### config.mk
export PLATFORM = sky130hd
export DESIGN_NAME = access_guard
export DESIGN_NICKNAME = d
export VERILOG_FILES = /design/src/rtl/guard_pkg.sv /design/src/rtl/guard_range_match.sv /design/src/rtl/guard_policy.sv /design/src/rtl/guard_datapath.sv /design/src/rtl/access_guard.sv
export SDC_FILE = /design/constraint.sdc
export NUM_CORES = 1
export LEC_CHECK = 0
export ABC_AREA = 1
export BUFFER_PORTS_ARGS = -buffer_cell sky130_fd_sc_hd__buf_4
export CORE_ASPECT_RATIO = 0.9
export CORE_MARGIN = 2
export CORE_UTILIZATION = 53
export DETAILED_ROUTE_END_ITERATION = 6
export GPL_TIMING_DRIVEN = 0
export PLACE_DENSITY = 0.85
export SLEW_MARGIN = 10
export SYNTH_ARGS = -nofsm -noshare
export SYNTH_HDL_FRONTEND = slang
export SYNTH_SLANG_ARGS = --single-unit
### constraint.sdc
create_clock -name clk -period 2.6 [get_ports clk]
set_input_delay 0.13 -clock clk [delete_from_list [all_inputs] [get_ports clk]]
set_output_delay 0.13 -clock clk [all_outputs]
set_load 0.02 [all_outputs]
### src/rtl/guard_pkg.sv
package guard_pkg;

  typedef enum logic [0:0] {
    POL_BASE   = 1'b0,
    POL_SHARED = 1'b1
  } pol_state_e;

  // strobes from the policy control to the datapath
  typedef struct packed {
    logic grant;
    logic deny;
  } guard_strobe_t;

  localparam logic [1:0] OP_READ  = 2'b01;
  localparam logic [1:0] OP_WRITE = 2'b10;

endpackage

### src/rtl/guard_range_match.sv
module guard_range_match #(
  parameter int ADDR_W     = 32,
  parameter int NUM_RANGES = 4,
  parameter int ID_W       = 2,
  parameter logic [NUM_RANGES-1:0][ADDR_W-1:0] RANGE_VALUE = '0,
  parameter logic [NUM_RANGES-1:0][ADDR_W-1:0] RANGE_MASK  = '0
) (
  input  logic [ADDR_W-1:0] addr,
  output logic              hit,
  output logic [ID_W-1:0]   rangeId
);

  logic [NUM_RANGES-1:0] matchVec;

  for (genvar i = 0; i < NUM_RANGES; i++) begin : g_win
    assign matchVec[i] = ((addr ^ RANGE_VALUE[i]) & ~RANGE_MASK[i]) == '0;
  end

  // lowest index wins: scan from the top down so the last hit kept is lowest
  always_comb begin
    hit     = |matchVec;
    rangeId = '0;
    for (int i = NUM_RANGES - 1; i >= 0; i--) begin
      if (matchVec[i]) rangeId = ID_W'(i);
    end
  end

endmodule

### src/rtl/guard_policy.sv
module guard_policy
  import guard_pkg::*;
#(
  parameter int MOD_W       = 2,
  parameter int ID_W        = 2,
  parameter int CTRL_WIN    = 0,
  parameter int SHARED_WIN  = 3,
  parameter int OPEN_MOD    = 1,
  parameter int CLOSE_MOD   = 3,
  parameter int GUEST_MOD   = 2
) (
  input  logic              clk,
  input  logic              rstN,
  input  logic              reqValid,
  input  logic [MOD_W-1:0]  reqModule,
  input  logic [1:0]        reqOp,
  input  logic              rangeHit,
  input  logic [ID_W-1:0]   rangeId,
  output guard_strobe_t     strb
);

  pol_state_e state, stateNext;
  logic [1:0] perm;
  logic       legal;
  logic       openHit;
  logic       closeHit;

  function automatic logic [1:0] permFor(pol_state_e st, logic [MOD_W-1:0] m,
                                         logic [ID_W-1:0] r);
    logic [1:0] p;
    p = 2'b00;
    if (m == MOD_W'(1) && r == ID_W'(1)) p = 2'b11;
    if (m == MOD_W'(1) && r == ID_W'(SHARED_WIN)) p = 2'b01;
    if (m == MOD_W'(2) && r == ID_W'(2)) p = 2'b11;
    if (m == MOD_W'(3) && r == ID_W'(SHARED_WIN)) p = 2'b11;
    if ((m == MOD_W'(OPEN_MOD) || m == MOD_W'(CLOSE_MOD)) && r == ID_W'(CTRL_WIN))
      p = OP_WRITE;
    if (st == POL_SHARED && m == MOD_W'(GUEST_MOD) && r == ID_W'(SHARED_WIN))
      p = OP_READ;
    return p;
  endfunction

  always_comb begin
    perm  = permFor(state, reqModule, rangeId);
    legal = rangeHit && (reqOp != 2'b00) && ((reqOp & ~perm) == 2'b00);
    strb.grant = reqValid && legal;
    strb.deny  = reqValid && !legal;
  end

  assign openHit  = strb.grant && reqModule == MOD_W'(OPEN_MOD)
                    && rangeId == ID_W'(CTRL_WIN) && reqOp == OP_WRITE;
  assign closeHit = strb.grant && reqModule == MOD_W'(CLOSE_MOD)
                    && rangeId == ID_W'(CTRL_WIN) && reqOp == OP_WRITE;

  always_comb begin
    stateNext = state;
    case (state)
      POL_BASE:   if (openHit)  stateNext = POL_SHARED;
      POL_SHARED: if (closeHit) stateNext = POL_BASE;
      default:    stateNext = POL_BASE;
    endcase
  end

  always_ff @(posedge clk or negedge rstN) begin
    if (!rstN) state <= POL_BASE;
    else       state <= stateNext;
  end

  // an unmatched address is never granted
  assert_nomatch_R2: assert property (@(posedge clk) disable iff (!rstN)
    (reqValid && !rangeHit) |-> (strb.deny && !strb.grant));

  // the empty operation code is always refused
  assert_nullop_R4: assert property (@(posedge clk) disable iff (!rstN)
    (reqValid && reqOp == 2'b00) |-> strb.deny);

  // the policy state only moves on a granted request
  assert_stepgrant_R8: assert property (@(posedge clk) disable iff (!rstN)
    !$stable(state) |-> $past(strb.grant));

endmodule

### src/rtl/guard_datapath.sv
module guard_datapath
  import guard_pkg::*;
#(
  parameter int ADDR_W     = 32,
  parameter int MOD_W      = 2,
  parameter int NUM_RANGES = 4,
  parameter int ID_W       = 2,
  parameter logic [NUM_RANGES-1:0][ADDR_W-1:0] RANGE_VALUE = '0,
  parameter logic [NUM_RANGES-1:0][ADDR_W-1:0] RANGE_MASK  = '0
) (
  input  logic              clk,
  input  logic              rstN,
  input  logic              reqValid,
  input  logic [MOD_W-1:0]  reqModule,
  input  logic [1:0]        reqOp,
  input  logic [ADDR_W-1:0] reqAddr,
  input  guard_strobe_t     strb,
  output logic              rangeHit,
  output logic [ID_W-1:0]   rangeId,
  output logic              fwdValid,
  output logic [MOD_W-1:0]  fwdModule,
  output logic [1:0]        fwdOp,
  output logic [ADDR_W-1:0] fwdAddr,
  output logic              errResp,
  output logic              violFlag,
  output logic [MOD_W-1:0]  violModule,
  output logic [ADDR_W-1:0] violAddr
);

  guard_range_match #(
    .ADDR_W(ADDR_W), .NUM_RANGES(NUM_RANGES), .ID_W(ID_W),
    .RANGE_VALUE(RANGE_VALUE), .RANGE_MASK(RANGE_MASK)
  ) u_match (
    .addr(reqAddr), .hit(rangeHit), .rangeId(rangeId)
  );

  always_ff @(posedge clk or negedge rstN) begin
    if (!rstN) begin
      fwdValid   <= 1'b0;
      fwdModule  <= '0;
      fwdOp      <= '0;
      fwdAddr    <= '0;
      errResp    <= 1'b0;
      violFlag   <= 1'b0;
      violModule <= '0;
      violAddr   <= '0;
    end else begin
      fwdValid <= reqValid && strb.grant;
      errResp  <= reqValid && strb.deny;
      if (reqValid && strb.grant) begin
        fwdModule <= reqModule;
        fwdOp     <= reqOp;
        fwdAddr   <= reqAddr;
      end
      if (reqValid && strb.deny && !violFlag) begin
        violFlag   <= 1'b1;
        violModule <= reqModule;
        violAddr   <= reqAddr;
      end
    end
  end

  // a forward always traces back to a request one cycle earlier
  assert_fwdlat_R5: assert property (@(posedge clk) disable iff (!rstN)
    fwdValid |-> $past(reqValid));

  // an error pulse always traces back to a request one cycle earlier
  assert_errlat_R6: assert property (@(posedge clk) disable iff (!rstN)
    errResp |-> $past(reqValid));

  // the violation record never changes once set
  assert_sticky_R7: assert property (@(posedge clk) disable iff (!rstN)
    violFlag |=> (violFlag && $stable(violAddr) && $stable(violModule)));

  // forward and error are exclusive
  assert_excl_R10: assert property (@(posedge clk) disable iff (!rstN)
    !(fwdValid && errResp));

endmodule

### src/rtl/access_guard.sv
module access_guard
  import guard_pkg::*;
#(
  parameter int ADDR_W     = 32,
  parameter int MOD_W      = 2,
  parameter int NUM_RANGES = 4,
  parameter logic [NUM_RANGES-1:0][ADDR_W-1:0] RANGE_VALUE = {
    32'h3000_0000, 32'h1000_0000, 32'h1000_0000, 32'h0000_0000},
  parameter logic [NUM_RANGES-1:0][ADDR_W-1:0] RANGE_MASK = {
    32'h0000_FFFF, 32'h000F_FFFF, 32'h0000_FFFF, 32'h0000_00FF}
) (
  input  logic              clk,
  input  logic              rstN,
  input  logic              reqValid,
  input  logic [MOD_W-1:0]  reqModule,
  input  logic [1:0]        reqOp,
  input  logic [ADDR_W-1:0] reqAddr,
  output logic              fwdValid,
  output logic [MOD_W-1:0]  fwdModule,
  output logic [1:0]        fwdOp,
  output logic [ADDR_W-1:0] fwdAddr,
  output logic              errResp,
  output logic              violFlag,
  output logic [MOD_W-1:0]  violModule,
  output logic [ADDR_W-1:0] violAddr
);

  localparam int ID_W = (NUM_RANGES > 1) ? $clog2(NUM_RANGES) : 1;

  guard_strobe_t       strb;
  logic                rangeHit;
  logic [ID_W-1:0]     rangeId;

  guard_policy #(.MOD_W(MOD_W), .ID_W(ID_W)) u_policy (
    .clk(clk), .rstN(rstN), .reqValid(reqValid), .reqModule(reqModule),
    .reqOp(reqOp), .rangeHit(rangeHit), .rangeId(rangeId), .strb(strb)
  );

  guard_datapath #(
    .ADDR_W(ADDR_W), .MOD_W(MOD_W), .NUM_RANGES(NUM_RANGES), .ID_W(ID_W),
    .RANGE_VALUE(RANGE_VALUE), .RANGE_MASK(RANGE_MASK)
  ) u_datapath (
    .clk(clk), .rstN(rstN), .reqValid(reqValid), .reqModule(reqModule),
    .reqOp(reqOp), .reqAddr(reqAddr), .strb(strb),
    .rangeHit(rangeHit), .rangeId(rangeId),
    .fwdValid(fwdValid), .fwdModule(fwdModule), .fwdOp(fwdOp), .fwdAddr(fwdAddr),
    .errResp(errResp), .violFlag(violFlag), .violModule(violModule),
    .violAddr(violAddr)
  );

endmodule

==> impl_metrics.json, run 1 <==
{
  "root_buffer": "clkbuf_8",
  "finalClockSkew_ns": 0.00691,
  "drv_cap": 0,
  "grt_overflow": 0,
  "die-area_mm2": 0.00644,
  "grt_setup_unrepaired": "false",
  "p_clk_share_pct": 41.8,
  "rows": 26,
  "area_delta_synth_final_pct": 48.2,
  "yosys_warnings": 0,
  "max_slew_margin_pct": 39.1,
  "cts_tree": "yes",
  "finalSetupViolCount": 0,
  "crit_required_ns": 2.84,
  "antenna_cells": 0,
  "die_h_um": 76.4,
  "cp-end-kind": "flip-flop",
  "synth_nets": 398,
  "path_class": "in -> reg",
  "globalplace.congestion": 0.937,
  "leakagePower_nw": 2.61,
  "switching_share_pct": 24.1,
  "synth_cell_type_count": 21,
  "synthCells": 359,
  "startpoint_type": "input pin",
  "final_max_slew_viol_count": 0,
  "post_cts_buffers": 0,
  "slowest_delay_ns": 0.55,
  "antenna_found_initial": 0,
  "path_max_fanout": 10,
  "grt_usage_pct": 26.0,
  "switchingPower_uw": 676,
  "core_area_mm2": 0.00566,
  "ant_nets": 0,
  "via_per_inst": 4.85,
  "h-tree-depth": 3,
  "crit_chain": "dlygate4sd3_1 > buf_4 > nor2_1 > nand2_1 > nor2_2 > nand2_2 > o21ai_1 > inv_1 > nand2_1 > nand4_1 > nand3_2 > nand2_2 > nor2_8 > inv_2 > buf_6 > nand2_1 > nand2_1",
  "cts_repair_resize_count": 0,
  "ys_seq_area_share_pct": 60.1,
  "p_seq_share_pct": 44.6,
  "first_pass_iters": 6,
  "ir_drop_v": 0.000590,
  "synth-seq-cells": 74,
  "io_buffers": 111,
  "drive_gt1_share_pct": 33.1,
  "final.setup.tns_ns": 0,
  "final_hold_viol_count": 0,
  "grt_pass1_wl_um": 13100,
  "io_pins": 112,
  "critPathArrivalTime_ns": 2.53,
  "power_frac_comb_pct": 13.6,
  "worst_hold_path_type": "in -> reg",
  "holdPathStages": 3,
  "grt_max_degree": 75,
  "p_per_area_mw_per_mm2": 614,
  "routedWlPerCell_um": 13.6,
  "drcViolationCount": 0,
  "vias": 2843,
  "syn_avg_cell_area_um2": 8.59,
  "internal_power_mw": 2.13,
  "nNetsFinal": 550,
  "syn-cell-area_mm2": 0.00308,
  "pre_cts_ws_ns": 0.525,
  "min_period_over_period_pct": 88.0,
  "run_status": "finished clean",
  "fin_ws_ns": 0.312,
  "first_iter_violations": 212,
  "cp_common_cell": "nand2_1",
  "clk_pin_slew_worst_paths_ns": 0.07,
  "cts_sinks": 74,
  "ff2ff_path_depth": 10,
  "cts.hold.buffers_added": 29,
  "grt_pass1_vias": 2779,
  "slowest_stage": "dlygate4sd3_1",
  "clockBufferDepth": 2,
  "period_minus_slack_ns": 2.29,
  "clk_latency_ns": 0.35,
  "start_util_pct": 54.5,
  "die_w_um": 84.4,
  "cts_buffers": 9,
  "max_freq_mhz": 437,
  "drt-total-wl_um": 7940,
  "max_slew.worst_pin.slew_ns": 0.914,
  "dpl.hpwl_um": 5160
}
## synth_stat cells
master | instances | area (µm²)
nor2_2 | 4 | 25.0
a21oi_1 | 1 | 5.00
inv_1 | 14 | 52.6
dfrtp_1 | 74 | 1850
nand3_1 | 4 | 20.0
nand4_1 | 4 | 25.0
nor2_1 | 16 | 60.1
o21ai_1 | 2 | 10.0
nor2_8 | 1 | 20.0
nand3_2 | 1 | 10.0
buf_6 | 5 | 56.3
buf_4 | 3 | 22.5
nand2_2 | 12 | 75.1
nand3b_1 | 1 | 7.51
o21ai_0 | 4 | 20.0
nor4_1 | 3 | 18.8
inv_2 | 13 | 48.8
buf_2 | 4 | 20.0
nor2_4 | 1 | 11.3
nand2_1 | 191 | 717
or2_2 | 1 | 6.26
## critical path: cells and delay by family
kind            cells  cell delay [ns]
simple gates       11             1.24
buf+inv             5             1.06
compound gates      1             0.09
## cell type report
cell class                 instances  area [µm²]
clock buffer                      10         128
timing repair buffer             141        1130
clock inverter                     6         138
multi-input combinational        246        1030
fill                             387        1090
sequential                        74        1850
inverter                          27         101
tap                               70        87.6
buffer                            12        98.8
## registers in the layout, indices dropped and copies added (netlist names)
name,count
u_datapath.fwdValid,1
u_policy.state,1
u_datapath.errResp,1
u_datapath.fwdAddr,32
u_datapath.violModule,2
u_datapath.fwdModule,2
u_datapath.fwdOp,2
u_datapath.violAddr,32
u_datapath.violFlag,1
## per-layer routing
layer,part of all wire (%),track usage (%)
met5,0,0
met4,2.0,10.5
met3,6.2,7.15
met2,50,42.3
met1,42,33.1
## final timing paths
check / startpoint / endpoint / slack, ns
max in group asynchronous: rstN / u_datapath.fwdOp[1] / 1.55
max: reqAddr[23] / u_datapath.violAddr[5] / 0.31
min in group asynchronous: rstN / u_datapath.fwdAddr[31] / 0.45
min reg2reg: u_datapath.violAddr[22] / u_datapath.violAddr[22] / 0.48
min: reqAddr[16] / u_datapath.fwdAddr[16] / 0.01
max reg2reg: u_policy.state / u_datapath.fwdAddr[26] / 0.91
## stage by stage
step           power (mW)  cells  cell area [µm²]  util, %  hold WS, ns
2_1_floorplan        1.41    359             3080        -       -0.166
3_3_place_gp         1.61    540             4000     70.7        0.319
3_5_place_dp         1.62    540             4000     70.7        0.327
4_1_cts              2.82    585             4560     80.5      0.00282
5_1_grt              2.92    586             4570     80.7      0.00786
6_report             2.80    586             4570     80.7       0.0135
## power by group through the flow
stage / sequential [mW] / combinational [mW] / clock [mW]
2_1_floorplan: 1.35 / 0.0617 / 0
3_3_place_gp: 1.27 / 0.338 / 0
3_5_place_dp: 1.27 / 0.345 / 0
4_1_cts: 1.25 / 0.381 / 1.19
5_1_grt: 1.26 / 0.414 / 1.24
6_report: 1.25 / 0.382 / 1.17
## cell usage in the layout (no fill, tap or decap)
cell type      count
buf_4            114
nand3b_1           1
or2_2              1
o21ai_1            2
inv_2             13
nand2_2           12
dlygate4sd3_1     30
clkbuf_8           9
nand3_1            4
nand3_2            1
buf_2              4
inv_1             14
nand2_1          191
clkinv_4           1
nor2_8             1
buf_6              5
nor2_4             1
a21oi_1            1
nor2_2             4
dfrtp_1           74
inv_6              1
nor4_1             3
bufinv_16          4
clkbuf_1           1
nand4_1            4
nor2_1            16
o21ai_0            4
## kinds of logic (layout without fill, tap and decap cells)
| family | count (synthesis) | in the layout | synth area share (%) |
|---|---|---|---|
| DFF | 74 | 74 | 60.1 |
| and+or+nand+nor | 239 | 239 | 32.3 |
| AOI/OAI and AO/OA | 7 | 7 | 1.14 |
| buffers and inverters | 39 | 196 | 6.49 |
Note: power is estimated with default switching activity, not from simulation.
==> run 2, diff against run 1 <==
--- a/config.mk
+++ b/config.mk
@@ -5,14 +5,13 @@
 export SDC_FILE = /design/constraint.sdc
 export NUM_CORES = 1
 export LEC_CHECK = 0
-export ABC_AREA = 1
 export BUFFER_PORTS_ARGS = -buffer_cell sky130_fd_sc_hd__buf_4
 export CORE_ASPECT_RATIO = 0.9
 export CORE_MARGIN = 2
-export CORE_UTILIZATION = 53
+export CORE_UTILIZATION = 55
 export DETAILED_ROUTE_END_ITERATION = 6
 export GPL_TIMING_DRIVEN = 0
-export PLACE_DENSITY = 0.85
+export PLACE_DENSITY_LB_ADDON = 0.2
 export SLEW_MARGIN = 10
 export SYNTH_ARGS = -nofsm -noshare
 export SYNTH_HDL_FRONTEND = slang
==> impl_metrics.json, run 2 <==
{
  "clk_latency_ns": 0.35,
  "io_buffers": 110,
  "holdPathStages": 2,
  "yosysMostFrequentCell": "dfrtp_1",
  "period_minus_slack_ns": 2.23,
  "dp_cells": 552,
  "ant_nets": 0,
  "synth.top_cell.area_share_pct": 50.3,
  "synthCells": 352,
  "core_area_mm2": 0.00652,
  "multiInputGateArea_mm2": 0.00167,
  "dpl.hpwl_um": 7040,
  "mostFrequentLayoutCells": "111 x buf_4, 74 x dfrtp_1, 60 x o21ai_0",
  "max_slew_margin_pct": 38.2,
  "clockBufferDepth": 2,
  "first_pass_iters": 5,
  "cts_buffers": 9,
  "leakagePower_nw": 2.33,
  "biggestRegsByFlops": "u_datapath.fwdAddr (32), u_datapath.violAddr (32)",
  "crit_required_ns": 2.86,
  "synth_edf_count": 0,
  "post_cts_buffers": 0,
  "grt_pass1_wl_um": 16000,
  "grt_setup_unrepaired": "false",
  "startpoint_type": "input pin",
  "root_buffer": "clkbuf_8",
  "area_delta_synth_final_pct": 32.3,
  "syn_avg_cell_area_um2": 10.5,
  "p_per_area_mw_per_mm2": 513,
  "drive_gt1_share_pct": 34.7,
  "nNetsFinal": 513,
  "synthArstFlopShare_pct": 100,
  "drv_cap": 0,
  "h-tree-depth": 3,
  "syn-cell-area_mm2": 0.00368,
  "vias": 3379,
  "regArea_mm2": 0.00185,
  "die_w_um": 90.3,
  "grt_pass1_vias": 3123,
  "final_area_mm2": 0.00487,
  "ff2ff_path_depth": 7,
  "final.setup.tns_ns": 0,
  "ys_seq_area_share_pct": 50.3,
  "min_to": "u_datapath.fwdAddr[4]",
  "max_slew.worst_pin.slew_ns": 0.927,
  "first_iter_violations": 339,
  "cts_sinks": 74,
  "synth.top_cells.by_area": "dfrtp_1 50%, mux2_4 8.2%, o21ai_0 8.2%",
  "yosysTopAreaCell": "dfrtp_1",
  "cts.hold.buffers_added": 1,
  "min_from": "reqAddr[4]",
  "ir_drop_v": 0.000484,
  "routedWlPerCell_um": 17.4,
  "placed_area_mm2": 0.00462,
  "p_total_mw": 2.50,
  "ys.flop_type": "dfrtp_1",
  "rows": 28,
  "cts_repair_resize_count": 0,
  "reg2reg_slack_ns": 0.47,
  "worst_hold_path_type": "in -> reg",
  "globalplace.congestion": 0.943,
  "yosys_warnings": 0,
  "reg2reg_from": "u_policy.state",
  "final_max_slew_viol_count": 0,
  "drt-total-wl_um": 9890,
  "finalSetupViolCount": 0,
  "clk_pin_slew_worst_paths_ns": 0.08,
  "critPathArrivalTime_ns": 2.49,
  "drcViolationCount": 0,
  "start_util_pct": 56.5,
  "fillCellCount": 494,
  "layout.cells.non_filler": 569,
  "synth-seq-cells": 74,
  "antenna_found_initial": 0,
  "synth_cell_type_count": 37,
  "path_max_fanout": 10,
  "grt_usage_pct": 27.3,
  "die_h_um": 81.6,
  "grt_overflow": 0,
  "cts_tree": "yes",
  "via_per_inst": 5.94,
  "finalClockSkew_ns": 0.00677,
  "grt_max_degree": 75,
  "antenna_cells": 0,
  "max_freq_mhz": 448,
  "final_common_cell": "buf_4",
  "final_hold_viol_count": 0,
  "io_pins": 112,
  "reg2reg_to": "u_datapath.fwdAddr[14]",
  "cp-end-kind": "flip-flop",
  "min_period_over_period_pct": 85.8,
  "synth_nets": 391,
  "path_class": "in -> reg",
  "synth_common_cells": "74 x dfrtp_1, 60 x o21ai_0, 29 x nand2_1",
  "run_status": "finished clean",
  "die-area_mm2": 0.00737
}
[run 2: routing by layer]
layer | GRT usage [%] | routed length, µm | vias to the layer above
met4 | 6.62 | 99 | 0
met2 | 44.2 | 4660 | 174
li1 | - | - | 1571
met1 | 37.3 | 4230 | 1624
met3 | 7.06 | 906 | 10
met5 | 0 | 0 | -
[run 2: through the flow]
stage | worst slack, ns | hold slack (ns) | utilization [%]
after floorplan | 0.516 | -0.166 | -
after global placement | 0.140 | 0.322 | 70.9
after detailed placement | 0.0789 | 0.334 | 70.9
after CTS | 0.432 | 0.00850 | 74.8
after global routing | 0.174 | 0.00216 | 74.8
final | 0.369 | 0.0137 | 74.8
[run 2: area by class of cell]
class,count,share of cell area [%]
buffer,32,3.00
sequential,74,38.0
timing repair buffer,111,17.2
multi-input combinational,243,34.4
tap,90,2.31
clock inverter,6,2.34
clock buffer,10,2.62
inverter,3,0.231
[run 2: worst max path at each step]
stage | start | end | depth (start not counted)
after CTS | reqAddr[21] | u_datapath.violAddr[23] | 8
final | reqAddr[25] | u_datapath.violAddr[23] | 8
after global placement | reqAddr[25] | u_datapath.fwdAddr[3] | 8
after global routing | reqAddr[21] | u_datapath.violAddr[23] | 8
after floorplan | reqAddr[17] | u_datapath.fwdAddr[10] | 6
after detailed placement | reqAddr[25] | u_datapath.fwdAddr[7] | 8
[run 2: cells by family (layout without fill, tap and decap cells)]
logic type	after synthesis	after routing	share of synthesized area [%]
buf+inv	35	162	4.28
flops	74	74	50.3
mux	26	26	9.99
simple gates	109	109	15.0
compound gates	108	108	20.4
[run 2: worst max-delay path, stage by stage]
cell	delay [ns]
buf_4	0.11
nor4_1	0.44
nand3_1	0.24
nor3_2	0.46
clkbuf_1	0.36
clkbuf_1	0.44
nand2_1	0.12
o211ai_1	0.18
[run 2: where the power goes]
part	switching (mW)	total (mW)	internal, mW
sequential	0.0146	1.18	1.17
combinational	0.140	0.234	0.0944
clock	0.444	1.08	0.641
total	0.598	2.50	1.90
